## src/rtl/quad_amp_i2c_regs.sv

```systemverilog
module quad_amp_i2c_regs #(
  parameter logic [6:0] DEV_ADDR = 7'h3A
) (
  input  logic        clk,
  input  logic        rst_n,
  input  logic        scl_i,
  input  logic        sda_i,
  input  logic [31:0] diag_status,
  output logic        sda_oe,
  output logic        diag_en,
  output logic        offs_en,
  output logic        front_gain_lo,
  output logic        rear_gain_lo,
  output logic        front_unmute,
  output logic        rear_unmute,
  output logic        clip_hi,
  output logic        right_std,
  output logic        left_std,
  output logic        rearm
);

  typedef enum logic [2:0] {S_IDLE, S_ADDR, S_AACK, S_WBYTE, S_WACK, S_RBYTE, S_RACK} st_t;

  logic [2:0]  scl_p, sda_p;
  st_t         st;
  logic [7:0]  sh;
  logic [3:0]  cnt;
  logic [1:0]  idx;
  logic [31:0] snap;
  logic [6:0]  ib1;
  logic [1:0]  ib2;
  logic        rdir, rd_pend, mack;

  wire scl_rise = scl_p[1] & ~scl_p[2];
  wire scl_fall = ~scl_p[1] & scl_p[2];
  wire bus_start = scl_p[1] & scl_p[2] & sda_p[2] & ~sda_p[1];
  wire bus_stop  = scl_p[1] & scl_p[2] & ~sda_p[2] & sda_p[1];

  always_ff @(posedge clk or negedge rst_n)
    if (!rst_n) begin
      scl_p <= 3'b111;
      sda_p <= 3'b111;
    end else begin
      scl_p <= {scl_p[1:0], scl_i};
      sda_p <= {sda_p[1:0], sda_i};
    end

  always_ff @(posedge clk or negedge rst_n)
    if (!rst_n) begin
      st <= S_IDLE; sh <= '0; cnt <= '0; idx <= '0; snap <= '0;
      ib1 <= '0; ib2 <= '0; rdir <= 1'b0; rd_pend <= 1'b0; mack <= 1'b0;
      rearm <= 1'b0;
    end else begin
      rearm <= 1'b0;
      if (bus_start) begin
        st  <= S_ADDR;
        cnt <= '0;
      end else if (bus_stop) begin
        st      <= S_IDLE;
        rearm   <= rd_pend;
        rd_pend <= 1'b0;
      end else begin
        case (st)
          S_ADDR, S_WBYTE:
            if (scl_rise && cnt != 4'd8) begin
              sh  <= {sh[6:0], sda_p[1]};
              cnt <= cnt + 4'd1;
            end else if (scl_fall && cnt == 4'd8) begin
              if (st == S_ADDR) begin
                if (sh[7:1] == DEV_ADDR) begin
                  st   <= S_AACK;
                  rdir <= sh[0];
                end else st <= S_IDLE;
              end else if (idx == 2'd0) begin
                ib1 <= sh[6:0];
                st  <= S_WACK;
              end else if (idx == 2'd1) begin
                ib2 <= sh[1:0];
                st  <= S_WACK;
              end else st <= S_IDLE;
            end
          S_AACK:
            if (scl_fall) begin
              cnt <= '0;
              idx <= '0;
              if (rdir) begin
                st      <= S_RBYTE;
                snap    <= {diag_status[23:0], 8'h00};
                sh      <= diag_status[31:24];
                rd_pend <= 1'b1;
              end else st <= S_WBYTE;
            end
          S_WACK:
            if (scl_fall) begin
              cnt <= '0;
              idx <= idx + 2'd1;
              st  <= S_WBYTE;
            end
          S_RBYTE:
            if (scl_fall) begin
              if (cnt == 4'd7) st <= S_RACK;
              else begin
                sh  <= {sh[6:0], 1'b0};
                cnt <= cnt + 4'd1;
              end
            end
          S_RACK:
            if (scl_rise) mack <= ~sda_p[1];
            else if (scl_fall) begin
              if (mack && idx != 2'd3) begin
                idx  <= idx + 2'd1;
                sh   <= snap[31:24];
                snap <= {snap[23:0], 8'h00};
                cnt  <= '0;
                st   <= S_RBYTE;
              end else st <= S_IDLE;
            end
          default: ;
        endcase
      end
    end

  assign sda_oe = (st == S_AACK) | (st == S_WACK) | ((st == S_RBYTE) & ~sh[7]);

  assign {diag_en, offs_en, front_gain_lo, rear_gain_lo, front_unmute, rear_unmute, clip_hi} = ib1;
  assign {right_std, left_std} = ib2;

endmodule

```

## config.mk

```make
export PLATFORM = sky130hd
export DESIGN_NAME = quad_amp_i2c_regs
export DESIGN_NICKNAME = d
export VERILOG_FILES = /design/src/rtl/quad_amp_i2c_regs.sv
export SDC_FILE = /design/constraint.sdc
export NUM_CORES = 1
export LEC_CHECK = 0
export BUFFER_PORTS_ARGS = -buffer_cell sky130_fd_sc_hd__buf_2
export CAP_MARGIN = 10
export CORE_ASPECT_RATIO = 1.5
export CORE_UTILIZATION = 56
export CTS_BUF_LIST = sky130_fd_sc_hd__clkbuf_8
export CTS_CLUSTER_DIAMETER = 80
export DETAILED_ROUTE_END_ITERATION = 7
export PLACE_DENSITY = 0.87
export SLEW_MARGIN = 40
export SYNTH_ARGS = -nofsm -noshare
export SYNTH_HDL_FRONTEND = slang
export SYNTH_SLANG_ARGS = --single-unit
```

## constraint.sdc

```tcl
create_clock -name clk -period 4.3 [get_ports clk]
set_input_delay 0 -clock clk [delete_from_list [all_inputs] [get_ports clk]]
set_output_delay 0 -clock clk [all_outputs]
set_load 0.1 [all_outputs]
```

==> reports/qor.yml <==
logic_synthesis:
  synth_area_per_cell_sq_um: 10.5
  syn_inst: 290
  synth_edf_count: 0
  synth_nets: 331
  synth_top_cell_area_share_pct: 44.5
  synth_area_sq_um: 3040
  yosys_warnings: 0
  ys_seq_elements: 60
  yosysSeqAreaShare_pct: 49.7
  ys_types: 47
  synth_top_cell_by_area: "dfrtp_1"
  synthTopCellsByArea: "dfrtp_1 44%, mux2i_1 8.6%, mux2_2 6.7%"
  synth_top_flop_cell: "dfrtp_1"
  synthArstFlopShare_pct: 100
global_routing:
  grt-ovfl-total: 0
  grt_pass1_wl_mm: 10.8
  grt_usage_pct: 24.6
  grt_pass1_vias: 2358
  grt_max_degree: 61
  antenna_found_initial: 0
worst_setup_path:
  required_ns: 4.54
  path_cells: "nand2b_1 > nor3_4 > nor4_4 > mux2_2"
  critPathTopFamily: "simple AND/OR/NAND/NOR gates"
  reg2reg_slack_ns: 1.72
  critPathKind: "reg -> reg"
  r2r_end: "sh[0]"
  worstPathArrival_ns: 2.82
  rr_worst_depth: 4
  critPathSlowestCell: "dfrtp_1"
  cp-startpoint: "st[0]"
  path_max_fanout: 21
  critPathCaptureType: "flip-flop"
  cp-start-kind: "flip-flop"
  cp_num_buf_inv: 0
  regToRegStartpoint: "st[0]"
  cpPeakStageDelay_ns: 0.70
status:
  violations: "hold timing"
  status: "finished with violations"
power_and_ir_drop:
  total_leakage_power_nw: 1.87
  pwr-share-comb_pct: 23.6
  seqPwrFrac_pct: 40.1
  p_int_w: 0.00131
  p_sw_share_pct: 31.6
  peakVddDrop_v: 0.000263
  power_density_nw_per_um2: 505
  switchingPower_w: 0.000604
  p_clk_share_pct: 36.3
timing:
  hold_slack_ns: -0.0147
  hold_viol: 1
  fmax_mhz: 388
  clock_skew_ns: 0.00941
  setup_violations: 0
  maxSlewViolCount: 0
  period_share_pct: 59.9
  slew_headroom_pct: 55.0
  post-route-min-period_ns: 2.58
  rsz0062_at_grt: "false"
  final.setup.tns_ns: 0
  worst_pin_slew_ns: 0.675
floorplanning:
  core_region_area_sq_um: 5160
  start_util_pct: 58.8
  die_width_um: 62.2
  placementRows: 32
  dieHeight_um: 92.2
  design.die.area_sq_um: 5730
  io_pins: 47
route:
  drt_iter0_markers: 96
  vias: 2353
  postRouteAntennaNets: 0
  wl_met1_mm: 2.76
  drc: 0
  vias_per_cell: 5.47
  first_pass_iters: 4
  wl_per_cell_um: 15.1
  wl_mm: 6.48
  wl_met2_mm: 3.32
  highest_layer: "met4"
  wl_met3_um: 270
cells_and_area:
  final_common_cell: "dfrtp_1"
  fin_nets: 398
  layout-drive-gt1-share_pct: 28.7
  final_util_pct: 73.3
  syn2layout_area_growth_pct: 24.6
  antenna_cells: 0
  fill_cells: 330
  final_cell_mix: "53 x dfrtp_1, 48 x nand2_1, 46 x buf_2"
cts:
  hold_buffers: 22
  htree_levels: 3
  clock_latency_ns: 0.36
  cts_made_buffers: 9
  tritoncts: "yes"
  clk_path_buf_depth: 2
  cts.reportedPaths.clkPinSlew_ns: 0.07
  root_buffer: "clkbuf_8"
  post_cts_buffers: 0
  cts_resized: 0
  cts.sinks: 60
min_path:
  min_to: "snap[25]"
  worstHoldPathCells: 3
  worstHoldPathType: "in -> reg"
  hold_start: "diag_status[17]"
place:
  hpwl_mm: 4.01
  numPortBuffers: 46
  gp_congestion: 0.810
run:
  maxCapViolations: 0
## final cells by class
cell class	count	area, sq um	area share (%)
sequential	60	1510	39.9
multi-input combinational	208	1410	37.3
timing repair buffer	70	478	12.6
clock inverter	7	146	3.87
clock buffer	9	124	3.27
tap	68	85.1	2.25
inverter	8	30.0	0.793
## synth_stat cells, types with 2 or more instances
| master | n |
|---|---|
| dfrtp_1 | 54 |
| nand2_1 | 49 |
| o21ai_0 | 31 |
| mux2i_1 | 26 |
| mux2_2 | 18 |
| nand3_1 | 11 |
| nor2_1 | 10 |
| inv_1 | 8 |
| clkbuf_1 | 7 |
| a21oi_1 | 6 |
| dfstp_2 | 6 |
| buf_6 | 5 |
| ha_1 | 5 |
| nand2b_1 | 5 |
| nor2b_1 | 5 |
| nor3_1 | 4 |
| o41ai_1 | 3 |
| a22o_1 | 2 |
| a31oi_1 | 2 |
| and2b_2 | 2 |
| nand4_1 | 2 |
| o31ai_1 | 2 |
| or2_2 | 2 |
| or2b_2 | 2 |
## power by group through the flow
| stage | Combinational (W) | Sequential, W | Clock [W] |
|---|---|---|---|
| 2_1_floorplan | 0.000398 | 0.000711 | 0 |
| 3_3_place_gp | 0.000413 | 0.000768 | 0 |
| 3_5_place_dp | 0.000431 | 0.000774 | 0 |
| 4_1_cts | 0.000450 | 0.000764 | 0.000694 |
| 5_1_grt | 0.000507 | 0.000784 | 0.000720 |
| 6_report | 0.000452 | 0.000768 | 0.000694 |
## per-stage QoR
stage | area (sq um) | worst slack (ns) | total power, W | hold slack [ns] | std cells
final | 3790 | 1.72 | 0.00191 | -0.0147 | 430
after global routing | 3790 | 1.46 | 0.00201 | 0.00544 | 430
after CTS | 3760 | 1.76 | 0.00191 | 0.00641 | 429
after detailed placement | 3270 | 1.76 | 0.00120 | 0.106 | 391
after global placement | 3270 | 1.78 | 0.00118 | 0.106 | 391
after floorplan | 3040 | 1.39 | 0.00111 | -0.296 | 290
## registers in the layout, indices dropped and copies added (netlist names)
name     cells
ib2          2
sh           8
ib1          7
snap        24
cnt          4
scl_p        3
rearm        1
mack         1
sda_p        3
st           3
rd_pend      1
idx          2
rdir         1
## worst min-delay path: cells and delay by family
kind,cells,cell delay [ns]
buffers and inverters,1,0.08
AO/OA/AOI/OAI,1,0.16
multiplexers,1,0.06
## logic make-up after synthesis
kind of cell | count (synthesis) | share of synthesized area, %
buf+inv | 22 | 4.12
simple gates | 102 | 17.1
fa+ha+maj | 5 | 2.06
compound gates | 57 | 11.9
flops | 60 | 49.7
mux | 44 | 15.2
## metal layers
metal,vias up,track usage (%)
li1,1157,-
met3,14,6.22
met4,0,12.0
met5,-,0
met1,1109,29.7
met2,73,40.8
## worst max-delay path by stage
| stage | endpoint | slack [ns] | depth (start not counted) |
|---|---|---|---|
| after floorplan | sda_oe | 1.39 | 4 |
| after global placement | snap[28] | 1.78 | 3 |
| after detailed placement | sh[7] | 1.76 | 4 |
| after CTS | sh[0] | 1.76 | 4 |
| after global routing | sh[1] | 1.46 | 4 |
| final | sh[0] | 1.72 | 4 |
No activity file was read; power rests on OpenSTA's default activity.
